### config.mk
export PLATFORM = sky130hd
export DESIGN_NAME = mesi_line_ctrl
export DESIGN_NICKNAME = d
export VERILOG_FILES = /design/src/rtl/mesi_pkg.sv /design/src/rtl/mesi_proc_dec.sv /design/src/rtl/mesi_snoop_dec.sv /design/src/rtl/mesi_line_ctrl.sv
export SDC_FILE = /design/constraint.sdc
export NUM_CORES = 1
export LEC_CHECK = 0
export ABC_AREA = 0
export ABC_CLOCK_PERIOD_IN_PS = 3250
export BUFFER_PORTS_ARGS = -buffer_cell sky130_fd_sc_hd__buf_2
export CELL_PAD_IN_SITES_DETAIL_PLACEMENT = 0
export CELL_PAD_IN_SITES_GLOBAL_PLACEMENT = 1
export CORE_AREA = 2 2 142 144
export CTS_BUF_LIST = sky130_fd_sc_hd__clkbuf_16
export CTS_CLUSTER_SIZE = 20
export DETAILED_ROUTE_END_ITERATION = 8
export DIE_AREA = 0 0 144 146
export HOLD_SLACK_MARGIN = 0.08
export PLACE_DENSITY = 0.58
export SLEW_MARGIN = 10
export SYNTH_ARGS = -nofsm -noshare
export SYNTH_HDL_FRONTEND = slang
export SYNTH_SLANG_ARGS = --single-unit
### constraint.sdc
create_clock -name clk -period 3.25 [get_ports clk]
set_input_delay 0.325 -clock clk [delete_from_list [all_inputs] [get_ports clk]]
set_output_delay 0.325 -clock clk [all_outputs]
set_load 0.01 [all_outputs]
### src/rtl/mesi_pkg.sv
package mesi_pkg;
   typedef enum logic [1:0] {ST_I = 2'd0, ST_S = 2'd1, ST_E = 2'd2, ST_M = 2'd3} coh_t;
   typedef enum logic {CMD_RD = 1'b0, CMD_RDX = 1'b1} bcmd_t;

   typedef struct packed {
      logic  hit;
      coh_t  nxt;
      bcmd_t cmd;
   } pr_dec_t;

   typedef struct packed {
      coh_t nxt;
      logic flush;
      logic shared;
      logic mem_upd;
   } snp_dec_t;
endpackage

### src/rtl/mesi_proc_dec.sv
module mesi_proc_dec
   import mesi_pkg::*;
(
   input  coh_t    cur,
   input  logic    write,
   output pr_dec_t dec
);
   always_comb begin
      dec.hit = 1'b0;
      dec.nxt = cur;
      dec.cmd = CMD_RD;
      if (write) begin
         dec.cmd = CMD_RDX;
         if (cur == ST_M || cur == ST_E) begin
            dec.hit = 1'b1;
            dec.nxt = ST_M;
         end
      end else begin
         dec.hit = (cur != ST_I);
      end
   end
endmodule

### src/rtl/mesi_snoop_dec.sv
module mesi_snoop_dec
   import mesi_pkg::*;
#(
   parameter bit CLEAN_SUPPLY = 1'b1
)(
   input  coh_t     cur,
   input  bcmd_t    cmd,
   input  logic     supplier,
   output snp_dec_t dec
);
   logic owner_like;
   logic clean_flush;

   assign owner_like = (cur == ST_M) || (cur == ST_E);

   generate
      if (CLEAN_SUPPLY) begin : g_clean_supply
         assign clean_flush = (cur == ST_S) && supplier;
      end else begin : g_mem_supply
         assign clean_flush = 1'b0;
      end
   endgenerate

   always_comb begin
      dec.flush   = owner_like || clean_flush;
      dec.mem_upd = (cur == ST_M);
      dec.shared  = (cmd == CMD_RD) && (cur != ST_I);
      if (cur == ST_I)
         dec.nxt = ST_I;
      else if (cmd == CMD_RDX)
         dec.nxt = ST_I;
      else
         dec.nxt = ST_S;
   end
endmodule

### src/rtl/mesi_line_ctrl.sv
module mesi_line_ctrl
   import mesi_pkg::*;
#(
   parameter int DATA_W       = 32,
   parameter bit CLEAN_SUPPLY = 1'b1
)(
   input  logic              clk,
   input  logic              rst_n,
   input  logic              pr_valid,
   input  logic              pr_write,
   input  logic [DATA_W-1:0] pr_wdata,
   output logic              pr_ready,
   output logic              pr_done,
   output logic [DATA_W-1:0] pr_rdata,
   output logic              bus_req,
   output logic              bus_cmd,
   input  logic              bus_gnt,
   input  logic              bus_shared_in,
   input  logic [DATA_W-1:0] bus_fill_data,
   input  logic              snp_valid,
   input  logic              snp_cmd,
   input  logic              snp_supplier,
   output logic              snp_shared_out,
   output logic              flush_valid,
   output logic [DATA_W-1:0] flush_data,
   output logic              mem_wr,
   output logic [1:0]        coh_state
);
   localparam int LINE_W = DATA_W;

   generate
      if (DATA_W < 1) begin : g_bad_width
         $error("mesi_line_ctrl: DATA_W must be at least 1");
      end
   endgenerate

   coh_t              st_q;
   logic [LINE_W-1:0] line_q;
   logic              wait_q;
   logic              pend_wr_q;
   logic [LINE_W-1:0] pend_data_q;
   bcmd_t             cmd_q;
   pr_dec_t           pd;
   snp_dec_t          sd;
   logic              accept;
   logic              grant;
   logic              snp_take;

   mesi_proc_dec u_proc_dec (
      .cur   (st_q),
      .write (pr_write),
      .dec   (pd)
   );

   mesi_snoop_dec #(.CLEAN_SUPPLY(CLEAN_SUPPLY)) u_snoop_dec (
      .cur      (st_q),
      .cmd      (bcmd_t'(snp_cmd)),
      .supplier (snp_supplier),
      .dec      (sd)
   );

   assign pr_ready  = !wait_q && !snp_valid;
   assign accept    = pr_valid && pr_ready;
   assign grant     = wait_q && bus_gnt;
   assign snp_take  = snp_valid && !grant;
   assign bus_req   = wait_q;
   assign bus_cmd   = cmd_q;
   assign coh_state = st_q;

   always_ff @(posedge clk) begin
      if (!rst_n) begin
         st_q           <= ST_I;
         line_q         <= '0;
         wait_q         <= 1'b0;
         pend_wr_q      <= 1'b0;
         pend_data_q    <= '0;
         cmd_q          <= CMD_RD;
         pr_done        <= 1'b0;
         pr_rdata       <= '0;
         snp_shared_out <= 1'b0;
         flush_valid    <= 1'b0;
         flush_data     <= '0;
         mem_wr         <= 1'b0;
      end else begin
         pr_done        <= 1'b0;
         snp_shared_out <= 1'b0;
         flush_valid    <= 1'b0;
         mem_wr         <= 1'b0;
         if (grant) begin
            wait_q  <= 1'b0;
            pr_done <= 1'b1;
            if (pend_wr_q) begin
               st_q     <= ST_M;
               line_q   <= pend_data_q;
               pr_rdata <= pend_data_q;
            end else begin
               st_q     <= bus_shared_in ? ST_S : ST_E;
               line_q   <= bus_fill_data;
               pr_rdata <= bus_fill_data;
            end
         end else if (snp_take) begin
            st_q           <= sd.nxt;
            flush_valid    <= sd.flush;
            flush_data     <= line_q;
            snp_shared_out <= sd.shared;
            mem_wr         <= sd.flush && sd.mem_upd;
         end else if (accept) begin
            if (pd.hit) begin
               st_q    <= pd.nxt;
               pr_done <= 1'b1;
               if (pr_write) begin
                  line_q   <= pr_wdata;
                  pr_rdata <= pr_wdata;
               end else begin
                  pr_rdata <= line_q;
               end
            end else begin
               wait_q      <= 1'b1;
               pend_wr_q   <= pr_write;
               pend_data_q <= pr_wdata;
               cmd_q       <= pd.cmd;
            end
         end
      end
   end
endmodule

==> qor_table.md <==
| Result | Value |
|:---|:---|
| First-pass iteration count of the detailed router | 5 |
| Post-CTS setup-driven buffer insertion count | 0 |
| Result of the run | completed |
| Area overhead of the layout relative to synthesis | 25.22% |
| Mean instance size in the synthesized netlist | 8.704 sq um |
| Number of H-tree levels | 3 |
| Max_slew headroom | 0.3290 |
| Sort of element at the start of the critical path | flip-flop |
| Maximum frequency from static timing analysis | 504.3 MHz |
| Sequential cell area | 2086 sq um |
| Worst path cell trace | buf_4 > a21boi_4 > buf_4 > nand2_1 > nor2_1 |
| Final slew viol count | 0 |
| Count of vias placed by the detailed router | 4565 |
| Die Height | 146 um |
| Count of hold-fix buffers inserted at cts | 0 |
| Post-synthesis sequential element count | 104 |
| Final layout net count | 730 |
| Area occupied by multi-input gates | 2476 sq um |
| Cell occurring most often along the worst timing path | buf_4 |
| Wire length of the first global-routing pass | 25500 um |
| Clock-pin slew on the worst setup and hold paths | 70 ps |
| Area of the mapped netlist | 4822 sq um |
| Deepest clock path buffer count | 2 |
| Critical path type | flip-flop to flip-flop |
| Post-DR wirelength/cell | 17.91 um |
| Post-cts resize count | 0 |
| Worst hold path class | input pin to flip-flop |
| Vias/cell | 4.919 |
| Maximum number of pins on one net before global-route repair | 44 |
| PnR worst setup slack | 1267 ps |
| Number of input and output port buffers inserted | 145 |
| Initial Util | 0.2494 |
| Number of max-cap violations | 0 |
| Total number of yosys warnings | 0 |
| Number of antenna violations at the first check in global routing | 0 |
| Cells after synthesis | 554 |
| Clock sink count | 104 |
| Die width | 144 um |
| Number of endpoints with negative hold slack in the final report | 0 |
| Critical path fanouts, max | 33 |
| Total power consumption of the routed design | 2.822 mW |
| Nets in the synthesized netlist | 627 |
| Unrepaired setup endpoints after global routing | no |
| Wirelength, routed | 16620 um |
| Weighted congestion reported at the end of routability-driven placement | 0.7081 |
| Worst-margin pin slew | 1004 ps |
| Unique cell type count in the Yosys netlist | 30 |
| Pwr dens | 467.4 nW/um^2 |
| Worst-skew pair later-pin latency | 360 ps |
| Post-route clock period utilization | 0.6101 |
| Required @ worst endpoint | 3550 ps |
| Maximum vdd ir drop | 0.2525 mV |
| Total global routing overflow | 0 |
| Critical-path top delay cell | a21boi_4 |
| GRT Util Overall | 0.1575 |
| DRC marker count from the first detailed-route iteration | 259 |
| Sequential-to-total area share from yosys stat | 0.4318 |
| CP peak stage delay | 550 ps |
| Count of pins on the block boundary | 146 |
| Number of buffers created by CTS | 9 |
| P_leak | 2.526 nW |
| Number of rows created at floorplan | 51 |
| Minimum clock period | 1983 ps |
| Layout cell share with drive strength beyond 1 | 0.2749 |
| TNS Setup | 0 ps |
| Number of global-route vias before repair | 4460 |
| Root cell of the clock tree | clkbuf_16 |
| Number of nets with antenna violations after detailed routing | 0 |
| Data arrival time of the critical path | 2280 ps |
| Final-layout fill cell count | 2099 |
| Skew final | 10.32 ps |
| Area inside the core boundary | 19330 sq um |
| Total setup violations reported at the end of the flow | 0 |
| Sort of element at the end of the critical path | flip-flop |
| DP HPWL | 10680 um |
| CTS tree | yes |
| Worst setup timing slack at the placement stage | 1033 ps |
| Count of unresolved DRC violations after routing | 0 |
| Area enclosed by the die boundary | 21020 sq um |
==> synth_stat cells <==
master,instances,area [sq um]
a211oi_2,1,12.51
a32oi_2,1,16.27
or3b_1,1,8.760
dfxtp_1,104,2082
nand2_1,99,371.6
a311o_1,32,320.3
buf_1,1,3.750
o21ai_0,2,10.01
nand2b_1,2,12.51
a21oi_1,100,500.5
nand3_1,2,10.01
inv_2,1,3.750
a21bo_2,1,10.01
nor2b_1,1,6.260
buf_2,9,45.04
and2_1,1,6.260
nor2_1,5,18.77
inv_1,1,3.750
buf_6,3,33.78
a21boi_1,1,7.510
o31ai_1,34,255.2
clkbuf_1,50,187.7
mux2i_1,64,640.6
o21bai_1,1,7.510
buf_4,1,7.510
nor3b_4,1,18.77
nand4_1,32,200.2
o311a_1,1,10.01
clkinv_1,1,3.750
clkbuf_4,1,7.510
==> critical path: cells and delay by family, from the launching register on <==
family / cells / cell delay [ps]
buf+inv: 2 / 670
simple gates: 2 / 250
compound gates: 1 / 550
flops: 1 / 440
==> cell type report <==
cell class              instances  area share
multi-input cells             382      0.4101
flip-flops and latches        104      0.3454
repair buffers                157      0.1392
well taps                     265     0.05491
clock buffers                   9     0.03730
clock inverters                 7     0.01057
inverters                       3    0.002072
diodes                          1   0.0004144
==> flip-flops by register name (all words and copies together) (netlist names) <==
signal	count
snp_shared_out	1
flush_data	32
line_q	32
flush_valid	1
bus_req	1
coh_state	2
pend_wr_q	1
mem_wr	1
pend_data_q	32
pr_done	1
==> path summary, 6_finish.rpt <==
| path | end | startpoint | cells after the start | slack, ps |
|---|---|---|---|---|
| setup reg to reg | mem_wr | bus_req | 5 | 1270 |
| hold reg to reg | flush_data[4] | flush_data[4] | 2 | 450 |
| setup / recovery | mem_wr | bus_req | 5 | 1270 |
| hold / removal | flush_valid | snp_supplier | 3 | 200 |
==> stage by stage <==
| stage | hold WS (ps) | cell area, sq um | util | instances |
|---|---|---|---|---|
| 2_1_floorplan | 448.0 | 4822 | - | 554 |
| 3_3_place_gp | 441.7 | 5747 | 0.2972 | 911 |
| 3_5_place_dp | 445.9 | 5747 | 0.2972 | 911 |
| 4_1_cts | 193.5 | 6036 | 0.3122 | 927 |
| 5_1_grt | 212.9 | 6036 | 0.3122 | 927 |
| 6_report | 200.5 | 6038 | 0.3123 | 928 |
==> power by group <==
part / total, mW / internal (mW) / switching (mW)
registers: 1.35 / 1.31 / 0.0326
clock network: 1.10 / 0.593 / 0.505
logic: 0.377 / 0.144 / 0.232
total: 2.82 / 2.05 / 0.770
==> layer usage <==
| layer | up-vias | global-route usage | wire [um] |
|---|---|---|---|
| met5 | - | 0 | 0 |
| met3 | 16 | 0.02797 | 970 |
| met4 | 0 | 0.05637 | 269 |
| met1 | 2158 | 0.2135 | 7603 |
| li1 | 2239 | - | - |
| met2 | 152 | 0.2502 | 7775 |
==> placed cells by master (no fill, tap or decap), drive strengths merged <==
| master | count |
|---|---|
| inv | 4 |
| o21ai | 2 |
| o311a | 1 |
| a21bo | 1 |
| a311o | 32 |
| nand2 | 99 |
| or3b | 1 |
| nor3b | 1 |
| dfxtp | 104 |
| a211oi | 1 |
| nor2 | 5 |
| a21boi | 1 |
| nor2b | 1 |
| buf | 157 |
| mux2i | 64 |
| nand3 | 2 |
| a21oi | 100 |
| clkinv | 5 |
| clkbuf | 9 |
| nand2b | 2 |
| bufinv | 1 |
| and2 | 1 |
| diode | 1 |
| a32oi | 1 |
| nand4 | 32 |
| o31ai | 34 |
| o21bai | 1 |
==> kinds of logic after synthesis <==
kind of cell,share of synthesized area
flops,0.4318
simple gates,0.1354
mux,0.1328
buf+inv,0.06149
compound gates,0.2385
(Power assumes the default switching activity.)
